File: src/rtl/halt_wake_ctrl.sv
`timescale 1ns/1ps
module halt_wake_ctrl #(
  parameter int N_EXT  = 9,
  parameter int N_INT  = 8,
  parameter int PRIO_W = 3,
  parameter int N_RST  = 4,
  localparam int N_ALL = N_EXT + N_INT,
  localparam int IDX_W = $clog2(N_ALL)
) (
  input  logic                    clk,
  input  logic                    rst_n,
  input  logic [N_RST-1:0]        rst_src,
  input  logic                    halt_strobe,
  input  logic                    nmi_req,
  input  logic                    wdt_nmi_req,
  input  logic [N_EXT-1:0]        ext_req,
  input  logic [N_EXT-1:0]        ext_mask,
  input  logic [N_EXT*PRIO_W-1:0] ext_prio,
  input  logic [N_INT-1:0]        int_req,
  input  logic [N_INT-1:0]        int_mask,
  input  logic [N_INT*PRIO_W-1:0] int_prio,
  input  logic                    in_service,
  input  logic [PRIO_W-1:0]       svc_prio,
  input  logic                    int_enable,
  output logic                    halted,
  output logic                    cpu_clk_en,
  output logic                    osc_en,
  output logic                    periph_clk_en,
  output logic                    wake_pulse,
  output logic                    wake_branch,
  output logic                    wake_ack,
  output logic                    wake_nmi,
  output logic [IDX_W-1:0]        wake_idx
);

  logic              arst_n;
  logic              nmi_any;
  logic [N_ALL-1:0]  req_v;
  logic [PRIO_W-1:0] prio_a [N_ALL];
  logic              found;
  logic [PRIO_W-1:0] best_p;
  logic [IDX_W-1:0]  best_i;
  logic              mask_ack;

  assign arst_n        = rst_n & ~(|rst_src);
  assign nmi_any       = nmi_req | wdt_nmi_req;
  assign req_v         = {int_req & ~int_mask, ext_req & ~ext_mask};
  assign cpu_clk_en    = ~halted;
  assign osc_en        = 1'b1;
  assign periph_clk_en = 1'b1;

  for (genvar g = 0; g < N_ALL; g++) begin : g_prio
    if (g < N_EXT) begin : g_ext
      assign prio_a[g] = ext_prio[g*PRIO_W +: PRIO_W];
    end else begin : g_int
      assign prio_a[g] = int_prio[(g-N_EXT)*PRIO_W +: PRIO_W];
    end
  end

  always_comb begin
    found  = 1'b0;
    best_p = '1;
    best_i = '0;
    for (int i = 0; i < N_ALL; i++) begin
      if (req_v[i] && (!found || prio_a[i] < best_p)) begin
        found  = 1'b1;
        best_p = prio_a[i];
        best_i = IDX_W'(i);
      end
    end
  end

  assign mask_ack = !in_service || (best_p < svc_prio);

  always_ff @(posedge clk or negedge arst_n) begin
    if (!arst_n) begin
      halted      <= 1'b0;
      wake_pulse  <= 1'b0;
      wake_branch <= 1'b0;
      wake_ack    <= 1'b0;
      wake_nmi    <= 1'b0;
      wake_idx    <= '0;
    end else begin
      wake_pulse  <= 1'b0;
      wake_branch <= 1'b0;
      wake_ack    <= 1'b0;
      wake_nmi    <= 1'b0;
      wake_idx    <= '0;
      if (!halted) begin
        if (halt_strobe) halted <= 1'b1;
      end else if (nmi_any) begin
        halted      <= 1'b0;
        wake_pulse  <= 1'b1;
        wake_branch <= 1'b1;
        wake_ack    <= 1'b1;
        wake_nmi    <= 1'b1;
      end else if (found) begin
        halted      <= 1'b0;
        wake_pulse  <= 1'b1;
        wake_ack    <= mask_ack;
        wake_branch <= mask_ack & int_enable;
        wake_idx    <= best_i;
      end
    end
  end

  AST_ENTER_ON_STROBE: assert property (@(posedge clk) disable iff (!arst_n)
    (!halted && halt_strobe) |=> halted);
  AST_NO_PULSE_RUNNING: assert property (@(posedge clk) disable iff (!arst_n)
    !halted |=> !wake_pulse);
  AST_WAKE_NEXT_EDGE: assert property (@(posedge clk) disable iff (!arst_n)
    (halted && (nmi_any || found)) |=> (wake_pulse && cpu_clk_en));
  AST_PULSE_SINGLE: assert property (@(posedge clk) disable iff (!arst_n)
    wake_pulse |=> !wake_pulse);
  AST_NMI_BRANCHES: assert property (@(posedge clk) disable iff (!arst_n)
    (wake_pulse && wake_nmi) |-> (wake_branch && wake_ack));
  AST_BRANCH_NEEDS_ACK: assert property (@(posedge clk) disable iff (!arst_n)
    wake_branch |-> wake_ack);
  AST_QUIET_WITHOUT_PULSE: assert property (@(posedge clk) disable iff (!arst_n)
    !wake_pulse |-> !(wake_branch || wake_ack || wake_nmi || (wake_idx != '0)));

endmodule

File: config.mk
export PLATFORM = sky130hd
export DESIGN_NAME = halt_wake_ctrl
export DESIGN_NICKNAME = d
export VERILOG_FILES = /design/src/rtl/halt_wake_ctrl.sv
export SDC_FILE = /design/constraint.sdc
export NUM_CORES = 1
export LEC_CHECK = 0
export BUFFER_PORTS_ARGS = -buffer_cell sky130_fd_sc_hd__buf_2
export CORE_ASPECT_RATIO = 0.6
export CORE_UTILIZATION = 34
export DETAILED_ROUTE_END_ITERATION = 10
export MAX_ROUTING_LAYER = met4
export PLACE_DENSITY = 0.65
export SLEW_MARGIN = 20
export SYNTH_ARGS = -nofsm -noshare
export SYNTH_HDL_FRONTEND = slang
export SYNTH_SLANG_ARGS = --single-unit
File: constraint.sdc
create_clock -name clk -period 2.3 [get_ports clk]
set_clock_uncertainty 0.1 [all_clocks]
set_input_delay 0.345 -clock clk [delete_from_list [all_inputs] [get_ports clk]]
set_output_delay 0.345 -clock clk [all_outputs]
set_load 0.005 [all_outputs]
Word level (Yosys, flattened, before mapping)
Index checks and enable logic that the tools add are counted.

Reduce and logical (&&, ||, !) cells: 51. Magnitude comparators: 17. Multiplexer cells: 68. Bitwise logic cells: 9.

Operators by type and width (count): $mux 5 (18); $lt 3x3->1 (17); $mux 3 (17); $mux 1 (33); $logic_not 1->1 (17); $logic_or 1x1->1 (17); $logic_and 1x1->1 (16); $and 9x9->9 (1); $not 9->9 (1); $and 8x8->8 (1); $not 8->8 (1); $reduce_or 4->1 (1); $and 1x1->1 (2); $not 1->1 (2); $or 1x1->1 (1).

Output and inout bits: 13. Logic and storage cells: 151. Bits in registers: 10. Input port bits: 99.

Longest topological paths before layout
Depth after elaboration: 73. Mapped depth: 119. Depth with buffers taken out: 117.

Worst setup path after synthesis
OpenSTA, ideal clock, no wires.

Path type: input to register. Start: in ext_prio[0]. End: reg wake_branch. Setup time: 95 ps. Setup slack: -17346 ps. Arrival: 19451 ps. Stages on the path: 112. Buffers on the path: 2. Required time: 2105 ps. Path through: or3b_1 > a31oi_1 > o21ai_1 > a211oi_2 > nand2_1 > maj3_1 > o21ai_0 > nand2_1 > o21ai_0 > inv_1 > ha_1 > nor2_1 > o21ai_0 > o211ai_1 > nor2_1 > nor2_1 > a21oi_1 > inv_1 > [... 76 more ...] > ha_1 > o21a_1 > nor2_1 > o21bai_1 > o31ai_4 > o21ai_2 > mux2_2 > ha_1 > nor4_1 > o211ai_2 > nand2_2 > mux2i_1 > ha_1 > a21boi_0 > o21ai_0 > nand2b_1 > a21o_1 > o31ai_1.

Longest elaborated chain between the ends: 71. Elaborated cells between the ends (all ways): 102. Those cells by class: 17 x order compare; 36 x mux; 1 x bitwise; 48 x reduce/logical.

RTL lines: from (decl) (RTL line 18) `input logic [N_EXT*PRIO_W-1:0] ext_prio,`; $mux 3 (*) (RTL line 65) `if (req_v[i] && (!found || prio_a[i] < best_p)) begin`; $lt 3x3->1 (RTL line 65); $logic_or 1x1->1 (RTL line 65); $logic_and 1x1->1 (RTL line 65); $mux 3 / $mux 1 (equally long branches) (RTL line 65); $lt 3x3->1 / $logic_not 1->1 (equally long branches) (RTL line 65); $logic_or 1x1->1 (RTL line 65); $logic_and 1x1->1 (RTL line 65); [... 55 more ...]; $logic_and 1x1->1 (RTL line 65); $mux 3 (RTL line 65); $lt 3x3->1 (RTL line 73) `assign mask_ack = !in_service || (best_p < svc_prio);`; $logic_or 1x1->1 (RTL line 73); $and 1x1->1 (RTL line 101) `wake_branch <= mask_ack & int_enable;`; $mux 1 (*) (RTL line 97) `end else if (found) begin`; $mux 1 (*) (RTL line 91) `end else if (nmi_any) begin`; $mux 1 (*) (RTL line 89) `if (!halted) begin`; to (signal assigned) (RTL line 101); to (decl) (RTL line 30) `output logic wake_branch,`.

Mark *: on every way between the ends. The rest lies on a longest branch, timed or not.

Worst setup path in the final report
Start: in ext_mask[0]. End: reg wake_branch.

Longest elaborated chain between the ends: 73. Elaborated cells between the ends (all ways): 106. Those cells by class: 17 x order compare; 37 x mux; 3 x bitwise; 49 x reduce/logical.

RTL lines: from (decl) (RTL line 17) `input logic [N_EXT-1:0] ext_mask,`; $not 9->9 (*) (RTL line 47) `assign req_v = {int_req & ~int_mask, ext_req & ~ext_mask};`; $and 9x9->9 (*) (RTL line 47); $mux 3 / $mux 1 (equally long branches) (RTL line 65); $lt 3x3->1 / $logic_not 1->1 (equally long branches) (RTL line 65); $logic_or 1x1->1 (RTL line 65); $logic_and 1x1->1 (RTL line 65); $mux 3 / $mux 1 (equally long branches) (RTL line 65); $lt 3x3->1 / $logic_not 1->1 (equally long branches) (RTL line 65); [... 57 more ...]; $logic_and 1x1->1 (RTL line 65); $mux 3 (RTL line 65); $lt 3x3->1 (RTL line 73); $logic_or 1x1->1 (RTL line 73); $and 1x1->1 (RTL line 101); $mux 1 (*) (RTL line 97); $mux 1 (*) (RTL line 91); $mux 1 (*) (RTL line 89).

Marked as above.

==> report_table.html <==
<table>
<tr><th>Metric</th><th>Value</th></tr>
<tr><th colspan="2">Global route</th></tr>
<tr><td>Tot GR Track Use</td><td>0.3490</td></tr>
<tr><td>Initial antenna violation count</td><td>0</td></tr>
<tr><td>Remaining Overflow, GRT</td><td>0</td></tr>
<tr><td>Wire length of the first global-routing pass</td><td>approximately 28 mm</td></tr>
<tr><td>Number of global-route vias before repair</td><td>5,770</td></tr>
<tr><td>Maximum number of pins on one net before global-route repair</td><td>11</td></tr>
<tr><th colspan="2">Finish</th></tr>
<tr><td>Area of all placed cells without fillers</td><td>0.007485 mm^2</td></tr>
<tr><td>Leading cell types in the layout, fill and taps excluded</td><td>313 x sky130_fd_sc_hd__buf_4, 107 x sky130_fd_sc_hd__buf_2, 27 x sky130_fd_sc_hd__inv_1, 27 x sky130_fd_sc_hd__nor2_1, 26 x sky130_fd_sc_hd__nand2_1</td></tr>
<tr><td>Area taken by flip-flops and latches</td><td>approximately 250 um^2</td></tr>
<tr><td>Number of antenna cells inserted</td><td>0</td></tr>
<tr><td>Most common library cell in the layout ignoring fill and taps</td><td>sky130_fd_sc_hd__buf_4</td></tr>
<tr><td>Area of combinational cells with multiple inputs</td><td>about 0.0037 mm^2</td></tr>
<tr><td>Share of the core filled with cells in the final layout</td><td>0.8027</td></tr>
<tr><td>Number of standard cells in the layout, taps in and fillers out</td><td>between 1,000 and 1,500</td></tr>
<tr><td>Fillcell total</td><td>~510</td></tr>
<tr><td>Net count, final</td><td>roughly 1,000</td></tr>
<tr><td>Fraction of final layout cells sized beyond drive strength 1</td><td>0.6652</td></tr>
<tr><td>Layout overhead on the synthesized area</td><td>124.8%</td></tr>
<tr><th colspan="2">STA</th></tr>
<tr><td>Measured slew at the worst slew-check pin</td><td>0.7147 ns</td></tr>
<tr><td>Highest Clock Rate</td><td>between 50 and 60 MHz</td></tr>
<tr><td>Number of hold-slack violations in the final timing report</td><td>0</td></tr>
<tr><td>Accumulated negative setup slack</td><td>-127.26 ns</td></tr>
<tr><td>Setup Viol. Count Final</td><td>9</td></tr>
<tr><td>Final-layout worst hold slack</td><td>0.05477 ns</td></tr>
<tr><td>Final worst path period need</td><td>about 20 ns</td></tr>
<tr><td>Pins over their slew limit</td><td>0</td></tr>
<tr><td>Part of the cycle the worst path needs</td><td>8.611</td></tr>
<tr><td>Max-Slew Margin vs Limit</td><td>0.5185</td></tr>
<tr><td>RSZ-0062 raised after global routing</td><td>yes</td></tr>
<tr><td>Least setup slack across all paths after layout</td><td>-17.51 ns</td></tr>
<tr><th colspan="2">Power and ir drop</th></tr>
<tr><td>Areal power density over the cells</td><td>between 700 and 800 mW/mm^2</td></tr>
<tr><td>Sequential cell fraction of total power</td><td>0.045</td></tr>
<tr><td>Net switching power of the design</td><td>between 2 and 3 mW</td></tr>
<tr><td>Design internal power</td><td>around 3.2 mW</td></tr>
<tr><td>Power after layout</td><td>between 5 and 6 mW</td></tr>
<tr><td>Maximum ir drop on the vdd rail</td><td>0.4125 mV</td></tr>
<tr><td>Static Leak</td><td>roughly 3.6 nW</td></tr>
<tr><td>Clock share of power</td><td>0.060</td></tr>
<tr><td>Fraction of power spent switching nets</td><td>0.4401</td></tr>
<tr><td>Combinational Power Share</td><td>0.895</td></tr>
<tr><th colspan="2">Clocking</th></tr>
<tr><td>Root buffer cell</td><td>sky130_fd_sc_hd__clkbuf_16</td></tr>
<tr><td>Sinks on Clock Net</td><td>10</td></tr>
<tr><td>Worst-case clock buffer depth</td><td>2</td></tr>
<tr><td>H-tree level count</td><td>1</td></tr>
<tr><td>Clock Pin Slew Worst Setup and Hold Paths</td><td>~0.040 ns</td></tr>
<tr><td>Clk_lat worst skew</td><td>0.23 ns</td></tr>
<tr><td>Hold-fix buffer count after cts</td><td>0</td></tr>
<tr><td>CTS tree</td><td>done</td></tr>
<tr><td>CTS buffer count</td><td>3</td></tr>
<tr><th colspan="2">Place</th></tr>
<tr><td>Cell Count Post-Placement</td><td>901</td></tr>
<tr><td>Post-detail-place hpwl</td><td>12.22 mm</td></tr>
<tr><td>Gp weighted congestion</td><td>roughly 1</td></tr>
<tr><td>Placed instance area</td><td>a little under 0.006 mm^2</td></tr>
<tr><td>Pre-CTS setup slack</td><td>-17.02 ns</td></tr>
<tr><td>Count of port buffers added during placement</td><td>109</td></tr>
<tr><th colspan="2">Outcome</th></tr>
<tr><td>Violated checks</td><td>setup timing</td></tr>
<tr><td>Status</td><td>complete, but fails checks</td></tr>
<tr><th colspan="2">Synthesis</th></tr>
<tr><td>Count of warnings emitted by yosys</td><td>0</td></tr>
<tr><td>Count of flip-flops with a built-in enable after synthesis</td><td>0</td></tr>
<tr><td>Number of distinct library cell variants in the gate-level netlist after synthesis</td><td>90</td></tr>
<tr><td>Number of flip-flops and latches in the synthesized netlist</td><td>10</td></tr>
<tr><td>Synth async-reset ratio</td><td>1.000</td></tr>
<tr><td>Commonest register cell after synthesis</td><td>sky130_fd_sc_hd__dfrtp_1</td></tr>
<tr><td>Avg Inst Size Synth</td><td>~7.2 um^2</td></tr>
<tr><td>Synthesized instance count</td><td>460</td></tr>
<tr><td>Part of the Yosys area used for sequential elements</td><td>0.07516</td></tr>
<tr><td>Mapped Area</td><td>approximately 0.0033 mm^2</td></tr>
<tr><th colspan="2">Detailed routing</th></tr>
<tr><td>Count of vias placed by the detailed router</td><td>between 6,000 and 7,000</td></tr>
<tr><td>Routed len/inst</td><td>roughly 21 um</td></tr>
<tr><td>Detailed Route WL</td><td>between 20 and 25 mm</td></tr>
<tr><td>Violation count after the first detailed-route iteration</td><td>approximately 890</td></tr>
<tr><td>DRT Pass-1 Iters</td><td>6</td></tr>
<tr><td>Number of antenna-violating nets in the routed design</td><td>0</td></tr>
<tr><td>Vias/cell</td><td>between 6 and 7</td></tr>
<tr><td>Post-route DRC violation count</td><td>0</td></tr>
<tr><th colspan="2">Die</th></tr>
<tr><td>Die area</td><td>around 0.01 mm^2</td></tr>
<tr><td>Effective utilization at floorplan</td><td>0.3571</td></tr>
<tr><td>Number of primary I/O pins</td><td>112</td></tr>
<tr><td>Die width</td><td>roughly 130 um</td></tr>
<tr><td>Total core area</td><td>0.009324 mm^2</td></tr>
<tr><td>Site Rows</td><td>27</td></tr>
<tr><td>Die span in y</td><td>78.65 um</td></tr>
<tr><th colspan="2">Worst setup path</th></tr>
<tr><td>Timing endpoint of the critical path</td><td>wake_branch</td></tr>
<tr><td>Worst endpoint data arrival time</td><td>between 15 and 20 ns</td></tr>
<tr><td>Setup crit start</td><td>ext_mask[0]</td></tr>
<tr><td>Origin of the critical flop-to-flop path</td><td>halted</td></tr>
<tr><td>Buffers plus inverters on the worst setup path</td><td>15</td></tr>
<tr><td>Number of cells on the critical path</td><td>between 100 and 150</td></tr>
<tr><td>Capturing element type of the critical path</td><td>flop</td></tr>
<tr><td>Crit path max fanout</td><td>4</td></tr>
<tr><td>Critical path's largest stage delay</td><td>0.44 ns</td></tr>
<tr><td>Most numerous cell on the critical path</td><td>sky130_fd_sc_hd__ha_4</td></tr>
<tr><td>Register-to-Register Path Depth</td><td>3</td></tr>
<tr><td>Standard cell with the maximum stage delay on the critical path</td><td>sky130_fd_sc_hd__or3_1</td></tr>
<tr><td>Register-to-register setup slack</td><td>roughly 0.86 ns</td></tr>
<tr><td>WP data required</td><td>~2.4 ns</td></tr>
<tr><td>Reg2Reg Capture Point</td><td>wake_idx[2]</td></tr>
<tr><td>Kind of cell with the highest combined delay on the critical path</td><td>compound AO/OA/AOI/OAI gates</td></tr>
<tr><td>CP Launch Type</td><td>input port</td></tr>
<tr><td>Class of the most critical setup path</td><td>input port to flop</td></tr>
<tr><th colspan="2">Flow run</th></tr>
<tr><td>Reported max-cap violation count</td><td>0</td></tr>
<tr><th colspan="2">Hold path</th></tr>
<tr><td>Min-Delay Path Class</td><td>input port to asynchronous set/reset pin</td></tr>
</table>
[metal layers]
metal / share of wire / up-vias / global-route usage
met1: 0.38 / 2964 / 0.4382
met2: 0.43 / 602 / 0.5722
met4: 0.077 / 0 / 0.1081
met3: 0.12 / 212 / 0.05590
met5: 0 / - / -
li1: - / 2658 / -
[how the worst min path moves through the flow]
stage	endpoint	start	cells after the start	slack, ns
global route	wake_ack	rst_n	2	0.08
global placement	wake_pulse	rst_n	2	0.29
finish	wake_ack	rst_n	2	0.05
floorplan	halted	rst_n	1	0.17
detailed placement	wake_pulse	rst_n	2	0.31
CTS	wake_pulse	rst_n	2	0.07
[sequential cells by signal (all words and copies together) (netlist names)]
signal / cells
wake_nmi: 1
wake_idx: 5
wake_branch: 1
wake_pulse: 1
halted: 1
wake_ack: 1
[final cells by class]
cell class	instances	share of cell area
clock buffers	4	0.01187
inverters	35	0.01789
multi-input cells	412	0.4935
flip-flops and latches	10	0.03343
well taps	130	0.02173
repair buffers	444	0.4216
[cell families (layout without fill, tap and decap cells)]
logic type,Yosys count,count (layout),share of synthesized area
DFF,10,10,0.07516
muxes,18,18,0.05787
AOI/OAI and AO/OA,175,175,0.4111
and+or+nand+nor,193,193,0.3187
adders and majority gates,24,24,0.08756
buffers and inverters,39,483,0.04848
other,1,2,0.001126
[synth_stat cells, drive strengths merged (3+ instances only)]
cell / n / area, um^2
nor2: 39 / 156.4
nand2: 37 / 143.9
o21ai: 36 / 187.7
inv: 35 / 131.4
nand2b: 30 / 187.7
a21oi: 28 / 140.1
ha: 20 / 250.2
nand3: 12 / 60.06
nor2b: 12 / 75.07
nor3: 12 / 60.06
a21o: 11 / 82.58
a31oi: 11 / 68.82
mux2i: 11 / 110.1
dfrtp: 10 / 250.2
a211oi: 9 / 77.57
o211ai: 9 / 72.57
and2: 8 / 52.55
o21a: 8 / 60.06
mux2: 7 / 82.57
or3: 7 / 48.80
nand4: 6 / 37.54
o31ai: 6 / 58.81
a21boi: 5 / 37.54
nor4: 5 / 37.53
maj3: 4 / 41.29
o211a: 4 / 47.55
o221ai: 4 / 47.55
or2: 4 / 25.02
or3b: 4 / 35.04
a211o: 3 / 26.28
and2b: 3 / 25.02
buf: 3 / 26.27
nor4b: 3 / 26.28
o2111ai: 3 / 26.28
o21bai: 3 / 22.52
o22ai: 3 / 18.77
o2bb2ai: 3 / 51.30
o311a: 3 / 30.03
o31a: 3 / 26.28
or4: 3 / 26.27
[timing repair]
item,CTS,global route
pin swaps,55,78
gates resized for setup,50,67
setup buffers,96,36
setup endpoints to repair,9,9
[power groups by stage]
stage / sequential, mW / clock [mW] / combinational [mW]
6_report: 0.260 / 0.342 / 5.11
5_1_grt: 0.265 / 0.355 / 5.34
4_1_cts: 0.258 / 0.340 / 4.05
3_5_place_dp: 0.257 / 0 / 3.37
3_3_place_gp: 0.257 / 0 / 3.25
2_1_floorplan: 0.259 / 0 / 1.86
(Power assumes the default switching activity.)
